==> config.mk <==
export PLATFORM = sky130hd
export DESIGN_NAME = pwm_fold_osc
export DESIGN_NICKNAME = d
export VERILOG_FILES = /design/src/rtl/pwm_fold_pkg.sv /design/src/rtl/pwm_jitter_tri.sv /design/src/rtl/pwm_fold_map.sv /design/src/rtl/pwm_skip_gate.sv /design/src/rtl/pwm_pulse_core.sv /design/src/rtl/pwm_fold_osc.sv
export SDC_FILE = /design/constraint.sdc
export NUM_CORES = 1
export LEC_CHECK = 0
export BUFFER_PORTS_ARGS = -buffer_cell sky130_fd_sc_hd__buf_4
export CAP_MARGIN = 20
export CORE_ASPECT_RATIO = 1.2
export CORE_UTILIZATION = 55
export CTS_CLUSTER_SIZE = 14
export DETAILED_ROUTE_END_ITERATION = 8
export PLACE_DENSITY_LB_ADDON = 0.25
export RECOVER_POWER = 100
export SYNTH_ARGS = -nofsm -noshare
export SYNTH_HDL_FRONTEND = slang
export SYNTH_HIERARCHICAL = 1
export SYNTH_SLANG_ARGS = --single-unit
==> constraint.sdc <==
create_clock -name clk -period 30.3 [get_ports clk]
set_input_delay 3.03 -clock clk [delete_from_list [all_inputs] [get_ports clk]]
set_output_delay 3.03 -clock clk [all_outputs]
set_load 0.03 [all_outputs]
==> src/rtl/pwm_fold_pkg.sv <==
package pwm_fold_pkg;

    // direction of the jitter triangle
    typedef enum logic {
        SWING_UP   = 1'b0,
        SWING_DOWN = 1'b1
    } swing_dir_e;

    // accumulator step for a frequency, rounded to nearest
    function automatic longint phase_step(longint hz, longint clk_hz, int acc_w);
        return ((hz << acc_w) + clk_hz / 2) / clk_hz;
    endfunction

    // fixed-point jitter gain with 16 fractional bits
    function automatic longint jitter_gain(longint pct, longint steps);
        return (pct * 65536 + 50 * steps) / (100 * steps);
    endfunction

endpackage

==> src/rtl/pwm_jitter_tri.sv <==
module pwm_jitter_tri #(
    parameter int CLK_HZ    = 50_000_000,
    parameter int JIT_HZ    = 125,
    parameter int JIT_STEPS = 32,
    localparam int TRI_W    = $clog2(JIT_STEPS + 1) + 1
) (
    input  logic                    clk,
    input  logic                    rst_n,
    output logic signed [TRI_W-1:0] swing_o
);
    import pwm_fold_pkg::*;

    localparam int JIT_DIV  = CLK_HZ / (JIT_HZ * 4 * JIT_STEPS);
    localparam int DIV_W    = $clog2(JIT_DIV + 1);
    localparam logic [DIV_W-1:0] DIV_LAST = DIV_W'(JIT_DIV - 1);
    localparam logic signed [TRI_W-1:0] TOP = TRI_W'(JIT_STEPS);
    localparam logic signed [TRI_W-1:0] BOT = -TRI_W'(JIT_STEPS);

    typedef struct packed {
        logic signed [TRI_W-1:0] swing;
        swing_dir_e              dir;
        logic [DIV_W-1:0]        div;
    } tri_st_t;

    tri_st_t st_d, st_q;

    always_comb begin
        st_d = st_q;
        if (st_q.div == DIV_LAST) begin
            st_d.div = '0;
            if (st_q.dir == SWING_UP) begin
                st_d.swing = st_q.swing + TRI_W'(1);
                if (st_d.swing == TOP) st_d.dir = SWING_DOWN;
            end else begin
                st_d.swing = st_q.swing - TRI_W'(1);
                if (st_d.swing == BOT) st_d.dir = SWING_UP;
            end
        end else begin
            st_d.div = st_q.div + DIV_W'(1);
        end
    end

    always_ff @(posedge clk or negedge rst_n) begin
        if (!rst_n) begin
            st_q.swing <= '0;
            st_q.dir   <= SWING_UP;
            st_q.div   <= '0;
        end else begin
            st_q <= st_d;
        end
    end

    assign swing_o = st_q.swing;

    // the triangle never leaves its band
    assert_swing_band_R4: assert property (@(posedge clk) disable iff (!rst_n)
        (st_q.swing <= TOP) && (st_q.swing >= BOT));

    // the value moves only on a divider wrap, and by one
    assert_swing_step_R4: assert property (@(posedge clk) disable iff (!rst_n)
        (st_q.div != DIV_LAST) |=> $stable(st_q.swing));

endmodule

==> src/rtl/pwm_fold_map.sv <==
module pwm_fold_map #(
    parameter int CLK_HZ    = 50_000_000,
    parameter int NOM_HZ    = 65_000,
    parameter int FMIN_HZ   = 27_000,
    parameter int ACC_W     = 24,
    parameter int FB_W      = 12,
    parameter int FOLD_HI   = 2000,
    parameter int FOLD_LO   = 900,
    parameter int JIT_PCT   = 6,
    parameter int JIT_STEPS = 32,
    localparam int TRI_W    = $clog2(JIT_STEPS + 1) + 1
) (
    input  logic [FB_W-1:0]         fb_i,
    input  logic signed [TRI_W-1:0] swing_i,
    output logic [ACC_W-1:0]        inc_o
);
    import pwm_fold_pkg::*;

    localparam int     SL_SH   = 12;
    localparam int     JIT_SH  = 16;
    localparam int     MW      = 48;
    localparam longint INC_NOM = phase_step(longint'(NOM_HZ), longint'(CLK_HZ), ACC_W);
    localparam longint INC_MIN = phase_step(longint'(FMIN_HZ), longint'(CLK_HZ), ACC_W);
    localparam longint SLOPE   = ((INC_NOM - INC_MIN) << SL_SH) / longint'(FOLD_HI - FOLD_LO);
    localparam longint JIT_K   = jitter_gain(longint'(JIT_PCT), longint'(JIT_STEPS));

    logic [FB_W-1:0]        fb_off;
    logic [MW-1:0]          ramp;
    logic [MW-1:0]          base;
    logic signed [MW-1:0]   swing_x;
    logic signed [MW-1:0]   jit_prod;
    logic signed [MW-1:0]   jit;

    assign swing_x = {{(MW-TRI_W){swing_i[TRI_W-1]}}, swing_i};

    always_comb begin
        fb_off = fb_i - FB_W'(FOLD_LO);
        ramp   = (MW'(fb_off) * MW'(SLOPE)) >> SL_SH;
        if (fb_i >= FB_W'(FOLD_HI)) begin
            base = MW'(INC_NOM);
        end else if (fb_i <= FB_W'(FOLD_LO)) begin
            base = MW'(INC_MIN);
        end else begin
            base = MW'(INC_MIN) + ramp;
        end
        jit_prod = $signed(base) * swing_x * $signed(MW'(JIT_K));
        jit      = jit_prod >>> JIT_SH;
        inc_o    = ACC_W'(base + $unsigned(jit));
    end

endmodule

==> src/rtl/pwm_skip_gate.sv <==
module pwm_skip_gate #(
    parameter int FB_W        = 12,
    parameter int FREEZE_MV   = 1500,
    parameter int SKIP_IN_MV  = 700,
    parameter int SKIP_OUT_MV = 800
) (
    input  logic            clk,
    input  logic            rst_n,
    input  logic [FB_W-1:0] fb_i,
    output logic            skip_o,
    output logic            freeze_o
);

    typedef struct packed {
        logic skip;
        logic freeze;
    } gate_st_t;

    gate_st_t st_d, st_q;

    always_comb begin
        st_d        = st_q;
        st_d.freeze = (fb_i < FB_W'(FREEZE_MV));
        if (fb_i < FB_W'(SKIP_IN_MV)) begin
            st_d.skip = 1'b1;
        end else if (fb_i > FB_W'(SKIP_OUT_MV)) begin
            st_d.skip = 1'b0;
        end
    end

    always_ff @(posedge clk or negedge rst_n) begin
        if (!rst_n) begin
            st_q <= '0;
        end else begin
            st_q <= st_d;
        end
    end

    assign skip_o   = st_q.skip;
    assign freeze_o = st_q.freeze;

    assert_skip_enter_R7: assert property (@(posedge clk) disable iff (!rst_n)
        (fb_i < FB_W'(SKIP_IN_MV)) |=> skip_o);

    assert_skip_leave_R7: assert property (@(posedge clk) disable iff (!rst_n)
        (fb_i > FB_W'(SKIP_OUT_MV)) |=> !skip_o);

    // inside the band the flag holds
    assert_skip_hold_R7: assert property (@(posedge clk) disable iff (!rst_n)
        ((fb_i >= FB_W'(SKIP_IN_MV)) && (fb_i <= FB_W'(SKIP_OUT_MV))) |=> $stable(skip_o));

endmodule

==> src/rtl/pwm_pulse_core.sv <==
module pwm_pulse_core #(
    parameter int ACC_W   = 24,
    parameter int TON_MAX = 615,
    localparam int TON_W  = $clog2(TON_MAX + 1)
) (
    input  logic             clk,
    input  logic             rst_n,
    input  logic             en_i,
    input  logic [ACC_W-1:0] inc_i,
    input  logic             term_i,
    input  logic             skip_i,
    output logic             drv_o,
    output logic             maxd_o
);

    localparam logic [TON_W-1:0] TON_LAST = TON_W'(TON_MAX - 1);

    typedef struct packed {
        logic [ACC_W-1:0] acc;
        logic [TON_W-1:0] ton;
        logic             drv;
        logic             maxd;
    } core_st_t;

    core_st_t       st_d, st_q;
    logic [ACC_W:0] sum;

    always_comb begin
        st_d      = st_q;
        st_d.maxd = 1'b0;
        sum       = {1'b0, st_q.acc} + {1'b0, inc_i};
        if (!en_i) begin
            st_d.acc = '0;
            st_d.ton = '0;
            st_d.drv = 1'b0;
        end else begin
            st_d.acc = sum[ACC_W-1:0];
            if (sum[ACC_W]) begin
                // carry: a new switching cycle opens
                st_d.drv = !skip_i;
                st_d.ton = '0;
            end else if (st_q.drv) begin
                if (skip_i || term_i) begin
                    st_d.drv = 1'b0;
                end else if (st_q.ton == TON_LAST) begin
                    st_d.drv  = 1'b0;
                    st_d.maxd = 1'b1;
                end else begin
                    st_d.ton = st_q.ton + TON_W'(1);
                end
            end
        end
    end

    always_ff @(posedge clk or negedge rst_n) begin
        if (!rst_n) begin
            st_q <= '0;
        end else begin
            st_q <= st_d;
        end
    end

    assign drv_o  = st_q.drv;
    assign maxd_o = st_q.maxd;

    // the flag marks a pulse that was just cut at its ceiling
    assert_maxd_cause_R5: assert property (@(posedge clk) disable iff (!rst_n)
        maxd_o |-> (!drv_o && $past(drv_o)));

    // every falling drive edge has a cause
    assert_fall_cause_R6: assert property (@(posedge clk) disable iff (!rst_n)
        $fell(drv_o) |-> ($past(term_i) || $past(skip_i) || !$past(en_i) || maxd_o));

    // skip stops the drive by the next edge
    assert_skip_nodrive_R8: assert property (@(posedge clk) disable iff (!rst_n)
        skip_i |=> !drv_o);

    // disable stops the drive by the next edge
    assert_disable_nodrive_R10: assert property (@(posedge clk) disable iff (!rst_n)
        !en_i |=> !drv_o);

endmodule

==> src/rtl/pwm_fold_osc.sv <==
module pwm_fold_osc #(
    parameter int CLK_HZ      = 50_000_000,
    parameter bit HI_FREQ     = 1'b0,
    parameter int FMIN_HZ     = 27_000,
    parameter int MAXD_PCT    = 80,
    parameter int ACC_W       = 24,
    parameter int FB_W        = 12,
    parameter int FOLD_HI     = 2000,
    parameter int FOLD_LO     = 900,
    parameter int FREEZE_MV   = 1500,
    parameter int SKIP_IN_MV  = 700,
    parameter int SKIP_OUT_MV = 800,
    parameter int JIT_PCT     = 6,
    parameter int JIT_HZ      = 125,
    parameter int JIT_STEPS   = 32
) (
    input  logic            clk,
    input  logic            rst_n,
    input  logic            en_i,
    input  logic [FB_W-1:0] fb_i,
    input  logic            term_i,
    output logic            drv_o,
    output logic            maxd_o,
    output logic            freeze_o,
    output logic            skip_o
);

    localparam int NOM_HZ  = HI_FREQ ? 100_000 : 65_000;
    localparam int NOM_PER = CLK_HZ / NOM_HZ;
    localparam int TON_MAX = NOM_PER * MAXD_PCT / 100;
    localparam int TRI_W   = $clog2(JIT_STEPS + 1) + 1;

    logic signed [TRI_W-1:0] swing;
    logic [ACC_W-1:0]        inc;
    logic                    skip;

    pwm_jitter_tri #(
        .CLK_HZ   (CLK_HZ),
        .JIT_HZ   (JIT_HZ),
        .JIT_STEPS(JIT_STEPS)
    ) u_jitter (
        .clk    (clk),
        .rst_n  (rst_n),
        .swing_o(swing)
    );

    pwm_fold_map #(
        .CLK_HZ   (CLK_HZ),
        .NOM_HZ   (NOM_HZ),
        .FMIN_HZ  (FMIN_HZ),
        .ACC_W    (ACC_W),
        .FB_W     (FB_W),
        .FOLD_HI  (FOLD_HI),
        .FOLD_LO  (FOLD_LO),
        .JIT_PCT  (JIT_PCT),
        .JIT_STEPS(JIT_STEPS)
    ) u_map (
        .fb_i   (fb_i),
        .swing_i(swing),
        .inc_o  (inc)
    );

    pwm_skip_gate #(
        .FB_W       (FB_W),
        .FREEZE_MV  (FREEZE_MV),
        .SKIP_IN_MV (SKIP_IN_MV),
        .SKIP_OUT_MV(SKIP_OUT_MV)
    ) u_gate (
        .clk     (clk),
        .rst_n   (rst_n),
        .fb_i    (fb_i),
        .skip_o  (skip),
        .freeze_o(freeze_o)
    );

    pwm_pulse_core #(
        .ACC_W  (ACC_W),
        .TON_MAX(TON_MAX)
    ) u_core (
        .clk   (clk),
        .rst_n (rst_n),
        .en_i  (en_i),
        .inc_i (inc),
        .term_i(term_i),
        .skip_i(skip),
        .drv_o (drv_o),
        .maxd_o(maxd_o)
    );

    assign skip_o = skip;

endmodule

## Word-level counts from Yosys, hierarchy flattened

Cells that the tools add are included.

| storage, ports and cells | value |
|---|---|
| input bits | 16 |
| logic and storage cells | 54 |
| output and inout port bits | 4 |
| register bits | 58 |

| operators by class | value |
|---|---|
| muxes and demuxes | 18 |
| eq/ne operators | 7 |
| reductions and logical operators | 4 |
| add/subtract/negate cells | 8 |
| multipliers | 3 |
| magnitude comparators | 5 |

Operators with widths:

| cell | count |
|---|---|
| $mux W48 | 2 |
| $mul A48 B7 Y48 | 1 |
| $mul A48 B8 Y40 const B | 1 |
| $mux W35 | 1 |
| $mul A12 B14 Y26 const B | 1 |
| $add A24 B24 Y25 | 1 |
| $add A24 B24 Y24 | 1 |
| $mux W12 | 2 |
| $mux W10 | 2 |
| $add A14 B16 Y17 const A | 1 |
| $add A12 B1 Y12 const B | 1 |
| $eq A12 B12 Y1 const B | 1 |
| $ge A12 B11 Y1 const B | 1 |
| $gt A12 B10 Y1 const B | 1 |
| $le A12 B10 Y1 const B | 1 |
| $lt A12 B10 Y1 const B | 1 |
| $lt A12 B11 Y1 const B | 1 |
| $sub A12 B10 Y12 const B | 1 |
| $mux W11 | 1 |
| $add A10 B1 Y10 const B | 1 |
| $eq A10 B10 Y1 const B | 1 |
| $mux W1 | 8 |
| $mux W8 | 1 |
| $add A7 B2 Y7 const B | 1 |
| 10 further kinds | 11 |

## Logic depth before layout (Yosys ltp)

Gate-level depths: netlist (run 1).

| depth | value |
|---|---|
| depth in word-level cells | 11 |
| gate-level depth with buffers | 79 |
| mapped depth without buffers | 78 |

## By module

Netlist (run 1), hierarchy kept.

Modules (own cells, without submodules):

| module | area an instance (um2) | instances | cells an instance | sequential area each (um2) |
|---|---|---|---|---|
| pwm_fold_map | 12757.2 | 1 | 1520 | 0.0 |
| pwm_pulse_core | 2651.3 | 1 | 285 | 900.9 |
| pwm_jitter_tri | 1214.9 | 1 | 125 | 500.5 |
| pwm_skip_gate | 137.6 | 1 | 15 | 50.0 |

## Worst setup path before layout (run 1)

Ideal clock, no wire load.

| timing path | value |
|---|---|
| kind | in2reg |
| start point | input fb_i[5] |
| end point | register u_core/st_q[6] (netlist bit) |
| path slack | 9.778 ns |
| path buffers | 3 |
| stages on the path | 74 |
| required time | 30.182 ns |
| setup time | 0.118 ns |
| arrival time | 20.403 ns |
| cell sequence | or2_2 > nor2_1 > nand3_1 > a21oi_1 > xor2_1 > and2_0 > nor2_1 > ha_1 > nand2b_1 > fa_1 > fa_1 > inv_1 > fa_1 > fa_1 > inv_1 > ha_1 > a21o_1 > a21o_1 > [38 not listed] > o21ai_0 > a21oi_1 > nor2_1 > ha_1 > and3_1 > a2111oi_0 > nor2_1 > or2_2 > inv_1 > a2bb2oi_1 > xnor2_1 > ha_1 > clkdlybuf4s15_1 > nand4_1 > o31a_4 > o211ai_4 > buf_6 > nor2_2 |

| on the way | value |
|---|---|
| longest elaborated chain between the ends | 11 |
| elaborated cells on any way between the ends | 17 |
| classes of those cells | add/sub: 4; mul: 3; order compare: 2; eq/ne: 3; mux: 4; reduce/logical: 1 |

Ends and longest elaborated chain:

| item | line | source |
|---|---|---|
| from (decl) | pwm_fold_osc.sv:20 | `input logic [FB_W-1:0] fb_i,` |
| $sub A12 B10 Y12 | pwm_fold_map.sv:37 | `fb_off = fb_i - FB_W'(FOLD_LO);` |
| $mul A12 B14 Y26 | pwm_fold_map.sv:38 | `ramp = (MW'(fb_off) * MW'(SLOPE)) >> SL_SH;` |
| $add A14 B16 Y17 | pwm_fold_map.sv:44 | `base = MW'(INC_MIN) + ramp;` |
| $mux W48 | pwm_fold_map.sv:41 | `end else if (fb_i <= FB_W'(FOLD_LO)) begin` |
| $mux W48 * | pwm_fold_map.sv:39 | `if (fb_i >= FB_W'(FOLD_HI)) begin` |
| $mul A48 B7 Y48 | pwm_fold_map.sv:46 | `jit_prod = $signed(base) * swing_x * $signed(MW'(JIT_K));` |
| $mul A48 B8 Y40 | pwm_fold_map.sv:46 |  |
| $add A24 B24 Y24 * | pwm_fold_map.sv:48 | `inc_o = ACC_W'(base + $unsigned(jit));` |
| named net inc[18] | pwm_fold_osc.sv:34 | `logic [ACC_W-1:0] inc;` |
| $add A24 B24 Y25 * | pwm_pulse_core.sv:31 | `sum = {1'b0, st_q.acc} + {1'b0, inc_i};` |
| $ne A3 B1 Y1 (no line), or another cell as far along | - |  |
| $reduce_and A3 Y1 (no line) or $mux W35 (tied branches) | - |  |
| to (signal assigned) | pwm_pulse_core.sv:59 | `st_q <= st_d;` |
| to (decl) | pwm_pulse_core.sv:25 | `core_st_t st_d, st_q;` |

The timed path passes the listed nets; every way through them passes the cells marked *.
A chain may end at the register's enable or synchronous reset.

## Final worst setup path (run 1)

| timing path | value |
|---|---|
| start point | input fb_i[5] |
| end point | register u_core/st_q[2] (netlist bit) |

The elaborated chain is that of the path after synthesis.

==> flow_summary.ini, run 1 <==
[timing]
fmax_mhz = 41.3
finalCriticalPeriod_ps = 24240
hold_violations = 0
finalWorstSetupSlack_ps = 6060
relSlewSlack_pct = -101
finClkSkew_ps = 9.98
drv_slew = 87
tightest_slew_ps = 3020
fin_crit_sh_pct = 80.0
rsz0062_at_grt = false
hold_ws_ps = 498
finalSetupViolations = 0
finalSetupTns_ps = 0

[synthesis]
syn_avg_cell_area_um2 = 8.62
syn-instance-count = 1945
ys_async_sr_fraction_pct = 100
netlist_top_cells_area = fa_1 25%, ha_1 19%, inv_1 9.2%, dfrtp_1 8.7%, xnor2_1 4.3%
synthMuxAreaShare_pct = 0.732
synth_adder_area_share_pct = 44.2
syn_area_um2 = 16800
synth_edf_count = 0
yosys.area.top_type = fa_1
synth_xor_xnor_area_share_pct = 6.74
synth_flop_cell = dfrtp_1
seq_area_frac_synth_pct = 8.66
yosys.area_share.simple_pct = 14.2
synth_compound_area_share_pct = 14.3
synth.distinct_cells = 106
ys_warn_count = 6
synth_top_family_by_area = adder cells
yosysTopAreaCellShare_pct = 25.2
synth_seq_cells = 58
synth_nets = 2427

[drt]
num_vias = 13000
drtPass1Iterations = 8
via_per_inst = 5.59
wl_per_cell_um = 15.9
drcViolationCount = 0
ant_nets = 0
drt-total-wl_mm = 37.0
drt_iter0_drc = 589

[final_layout]
instances_no_fill = 2325
n_antenna_cell = 0
nets = 2412
drive_gt1_share_pct = 4.39
syn_to_final_growth_pct = 3.46

[cts]
cts_tree = built
ctsHoldBuffers = 0
cts_sinks = 58
htreeDepth = 3
post-cts-setup-buffers = 0
clk_latency_ps = 330
path_clk_slew_ps = 50
clk_path_buf_depth = 2
cts_resized = 0
numCtsBuffers = 9
clockRootBuffer = clkbuf_16

[hold_path]
hp-start = u_jitter/st_q[9]$_DFF_PN0_
worstHoldPathType = reg2reg

[setup_path]
max_stage_delay_ps = 2030
endpoint_kind = flip-flop
criticalPathCategory = in2reg
cp.required_ps = 30450
crit_family = compound AO/OA/AOI/OAI gates
cpMostUsedCell = fa_1
critPathSlowestCell = a2111oi_0
reg2reg_from = u_jitter/swing_o[2]$_DFFE_PN0N_
cp-start-kind = primary input
cp_max_fo = 11
critPathLaunch = fb_i[5]
arrival_ps = 24390
worst-path-buf-inv = 9

[grt]
grt_pass1_wl_mm = 64.2
grt_max_degree = 59
grt_pass1_vias = 13700
track_usage_pct = 24.9
antenna_found_initial = 0
grt_overflow = 0

[place]
dp.cells = 2309
gp_congestion = 0.932
dp_slack_ps = 7930
portBuffers = 19
post-dp-hpwl_mm = 31.4

[outcome]
status = complete, but fails checks
violations = max-capacitance violations, max-slew violations

[floorplanning]
core-area_um2 = 29800
start_util_pct = 56.3
dieWidth_um = 161
die_y_um = 193
num_rows = 69
num_io_pins = 20
dieArea_um2 = 31200

[flow_run]
drv_cap = 3
-- synth_stat cells, types with 7 or more instances --
master and instances:
a211oi_1 13, a21o_1 30, a21oi_1 102, a21oi_2 9, a31oi_1 22, and2_1 32
and3_1 13, buf_4 8, clkbuf_1 26, dfrtp_1 58, fa_1 211, ha_1 255
inv_1 411, mux2i_1 10, nand2_1 106, nand2b_1 15, nand3_1 26, nand3b_1 7
nand4_1 18, nor2_1 111, nor2b_1 17, nor3_1 46, nor4_1 10, o211ai_1 10
o21a_1 24, o21ai_0 61, o21bai_1 10, or3_1 10, xnor2_1 82, xor2_1 47
-- state kept, by name, indices dropped and copies added (netlist names) --
| name | count |
|---|---|
| u_core/st_q | 34 |
| u_jitter/st_q | 13 |
| u_jitter/swing_o | 7 |
| u_core/drv_o | 1 |
| u_core/maxd_o | 1 |
| u_gate/freeze_o | 1 |
| u_gate/skip_o | 1 |
-- cells in the final DEF, fill, tap and decap left out, types with 11 or more instances in the layout --
cell	n
nand4_1	18
inv_1	411
nor2_1	111
fa_1	211
buf_4	17
a211oi_1	15
nand2_1	106
nor2b_1	17
nor3_1	46
dfrtp_1	58
o21ai_0	62
and2_1	31
ha_1	255
a31oi_1	22
o211ai_1	11
a21oi_1	102
nand3_1	26
xor2_1	47
and3_1	13
a21o_1	30
xnor2_1	82
nand2b_1	15
o21a_1	24
nor4_1	12
-- cells by family after synthesis --
| family | count (synthesis) |
|---|---|
| AOI/OAI and AO/OA | 357 |
| xor gates and xnor gates | 129 |
| adders and majority gates | 466 |
| buffers and inverters | 462 |
| DFF | 58 |
| muxes | 12 |
| and+or+nand+nor | 461 |
-- cell type report --
type / instances / area [um^2]
inverters: 412 / 1550
clock inverters: 6 / 88.8
multi-input cells: 1425 / 13400
clock buffers: 10 / 239
well taps: 390 / 488
fillers: 2707 / 12400
repair buffers: 24 / 154
flip-flops and latches: 58 / 1450
-- final timing paths --
kind | endpoint | slack [ps] | cells after the start
min in group asynchronous | u_core/st_q[31]$_DFF_PN0_ | 3690 | 1
max in group asynchronous | u_core/st_q[15]$_DFF_PN0_ | 24890 | 1
max reg2reg | u_core/st_q[2]$_DFFE_PN0P_ | 15630 | 45
min reg2reg | u_jitter/st_q[9]$_DFF_PN0_ | 500 | 1
max | u_core/st_q[2]$_DFFE_PN0P_ | 6060 | 69
min | u_jitter/st_q[9]$_DFF_PN0_ | 500 | 1
-- worst reg2reg max path, delay by kind of cell, from the launching register on --
kind | cells | cell delay, ps
buffers and inverters | 8 | 910
adder cells (fa/ha/maj) | 11 | 5070
AO/OA/AOI/OAI | 14 | 4510
AND/OR/NAND/NOR | 10 | 2870
XOR/XNOR | 2 | 320
flip-flops | 1 | 840
-- metal layers --
metal | wire [um] | vias up | track usage [%]
met1 | 16400 | 6295 | 31.6
met4 | 1110 | 0 | 7.62
met5 | 0 | - | 0
li1 | - | 6353 | -
met2 | 18500 | 282 | 45.2
met3 | 925 | 77 | 1.20
-- per-stage QoR --
| stage | area (um^2) | utilization (%) |
|---|---|---|
| 6_report | 17300 | 58.2 |
| 5_1_grt | 17300 | 58.2 |
| 4_1_cts | 17400 | 58.5 |
| 3_5_place_dp | 17100 | 57.4 |
| 3_3_place_gp | 17100 | 57.4 |
| 2_1_floorplan | 16800 | - |
Power of run 1 is not shown: default switching activity piles up to over one toggle a cycle in this logic, so the estimate is an artifact.
==> inputs of run 2 (changes only) <==
--- a/config.mk
+++ b/config.mk
@@ -5,6 +5,7 @@
 export SDC_FILE = /design/constraint.sdc
 export NUM_CORES = 1
 export LEC_CHECK = 0
+export ABC_AREA = 1
 export BUFFER_PORTS_ARGS = -buffer_cell sky130_fd_sc_hd__buf_4
 export CAP_MARGIN = 20
 export CORE_ASPECT_RATIO = 1.2
==> constraint.sdc (replaced) <==
create_clock -name clk -period 23.5 [get_ports clk]
set_input_delay 2.35 -clock clk [delete_from_list [all_inputs] [get_ports clk]]
set_output_delay 2.35 -clock clk [all_outputs]
set_load 0.03 [all_outputs]
==> flow_summary.ini, run 2 <==
[outcome]
status = complete, but fails checks
violations = max-capacitance violations, max-slew violations

[timing]
fmax_mhz = 48.7
finalWorstSetupSlack_ps = 2970
finalSetupTns_ps = 0
fin_crit_sh_pct = 87.4
finalSetupViolations = 0
tightest_slew_ps = 3120
finClkSkew_ps = 6.42
hold_violations = 0
relSlewSlack_pct = -108
drv_slew = 59
finalCriticalPeriod_ps = 20530
rsz0062_at_grt = false

[synthesis]
synth_edf_count = 0
syn_area_um2 = 18100
syn_avg_cell_area_um2 = 7.35
ys_warn_count = 6
ys_async_sr_fraction_pct = 100
post-synth-top-count-cell = inv_1
synth_seq_cells = 58
synth_nets = 2939
synth_common_cells = 586 x inv_1, 452 x nand2_1, 255 x ha_1
yosys.area.top_type = fa_1
syn-instance-count = 2457
yosysTopAreaCellShare_pct = 23.4
synth_flop_cell = dfrtp_1
netlist_top_cells_area = fa_1 23%, ha_1 18%, inv_1 12%, nand2_1 9.4%, dfrtp_1 8.0%
synth.distinct_cells = 67
seq_area_frac_synth_pct = 8.04

[cts]
clk_path_buf_depth = 2
clk_latency_ps = 330
cts_tree = built
post-cts-setup-buffers = 0
htreeDepth = 3
path_clk_slew_ps = 50
cts_sinks = 58
numCtsBuffers = 9
cts_resized = 0
clockRootBuffer = clkbuf_16
ctsHoldBuffers = 0

[floorplanning]
start_util_pct = 56.0
num_rows = 72
die_y_um = 200
dieWidth_um = 167
dieArea_um2 = 33600
num_io_pins = 20
core-area_um2 = 32300

[setup_path]
critPathSlowestCell = fa_1
cp.required_ps = 23770
critPathLaunch = fb_i[2]
reg2reg_from = u_jitter/swing_o[3]$_DFFE_PN0N_
cpMostUsedCell = inv_1
arrival_ps = 20800
criticalPathCategory = in2reg
max_stage_delay_ps = 550
cp-start-kind = primary input
cp_max_fo = 13
endpoint_kind = flip-flop

[hold_path]
worstHoldPathType = reg2reg
hp-start = u_jitter/st_q[7]$_DFF_PN0_

[drt]
drtPass1Iterations = 5
drt_iter0_drc = 820
via_per_inst = 5.32
drt-total-wl_mm = 42.8
drcViolationCount = 0
wl_per_cell_um = 14.9
num_vias = 15300
ant_nets = 0

[final_layout]
mostFrequentLayoutCells = 587 x inv_1, 454 x nand2_1, 255 x ha_1
largest_reg_flops = 34
n_antenna_cell = 0
regMostFlops = u_core/st_q
drive_gt1_share_pct = 7.06
instances_no_fill = 2872
syn_to_final_growth_pct = 4.06
postLayoutCellArea_um2 = 18800
final_common_cell = inv_1
nets = 2942

[grt]
grt_pass1_vias = 15900
antenna_found_initial = 0
grt_overflow = 0
grt_pass1_wl_mm = 74.0
grt_max_degree = 59
track_usage_pct = 26.9

[place]
portBuffers = 19
place_area_um2 = 18600
gp_congestion = 0.987
dp.cells = 2856
post-dp-hpwl_mm = 37.5
dp_slack_ps = 3560

[flow_run]
drv_cap = 1
## run 2: changes by cell type after synthesis, sizes merged, moves of 32 or more
cell   delta
nand2   +379
inv     +195
nor2    +109
nand3    +92
xnor2    -52
a21oi    +37
nor3     -34
and2     -32
## run 2: worst max-delay path, delay by kind of cell
kind	cells	cell delay (ps)
xor gates and xnor gates	4	1220
buffers and inverters	14	1650
adders and majority gates	18	7800
and+or+nand+nor	25	3770
AOI/OAI and AO/OA	19	4020
## run 2: cell type report
| cell class | instances | area [um^2] |
|---|---|---|
| inverters | 613 | 2310 |
| well taps | 407 | 509 |
| clock buffers | 12 | 267 |
| repair buffers | 21 | 135 |
| flip-flops and latches | 58 | 1450 |
| multi-input cells | 1757 | 14000 |
| clock inverters | 4 | 72.6 |
| fillers | 3039 | 13500 |
## run 2: stage by stage
step                      util (%)  hold slack, ps
after floorplan                  -             490
after global placement        57.5             507
after detailed placement      57.5             511
after CTS                     58.6             527
after global routing          58.3             550
final                         58.3             528
## run 2: path summary, 6_finish.rpt
check | to | slack, ps | cells past startpoint
worst max register to register | u_core/st_q[8]$_DFFE_PN0P_ | 10200 | 52
min in group asynchronous | u_core/st_q[35]$_DFF_PN0_ | 3040 | 1
worst min-delay path | u_jitter/st_q[7]$_DFF_PN0_ | 530 | 2
max in group asynchronous | u_core/st_q[5]$_DFFE_PN0P_ | 18690 | 1
worst min register to register | u_jitter/st_q[7]$_DFF_PN0_ | 530 | 2
worst max-delay path | u_core/st_q[8]$_DFFE_PN0P_ | 2970 | 80
## run 2: cell families (layout without fill, tap and decap cells)
kind of cell / count (synthesis) / count (layout) / synth area share, %
xor+xnor: 94 / 94 / 4.81
buf+inv: 642 / 650 / 13.8
simple gates: 907 / 907 / 22.9
compound gates: 290 / 290 / 9.39
fa+ha+maj: 466 / 466 / 41.1
flops: 58 / 58 / 8.04
## run 2: per-layer routing
layer | vias to the layer above | part of all wire (%) | GRT usage [%]
li1 | 7570 | - | -
met1 | 7260 | 43 | 32.6
met2 | 368 | 50 | 49.6
met3 | 94 | 2.8 | 1.44
met4 | 0 | 4.0 | 10.8
met5 | - | 0 | 0
Power of run 2 is left out for the same reason.
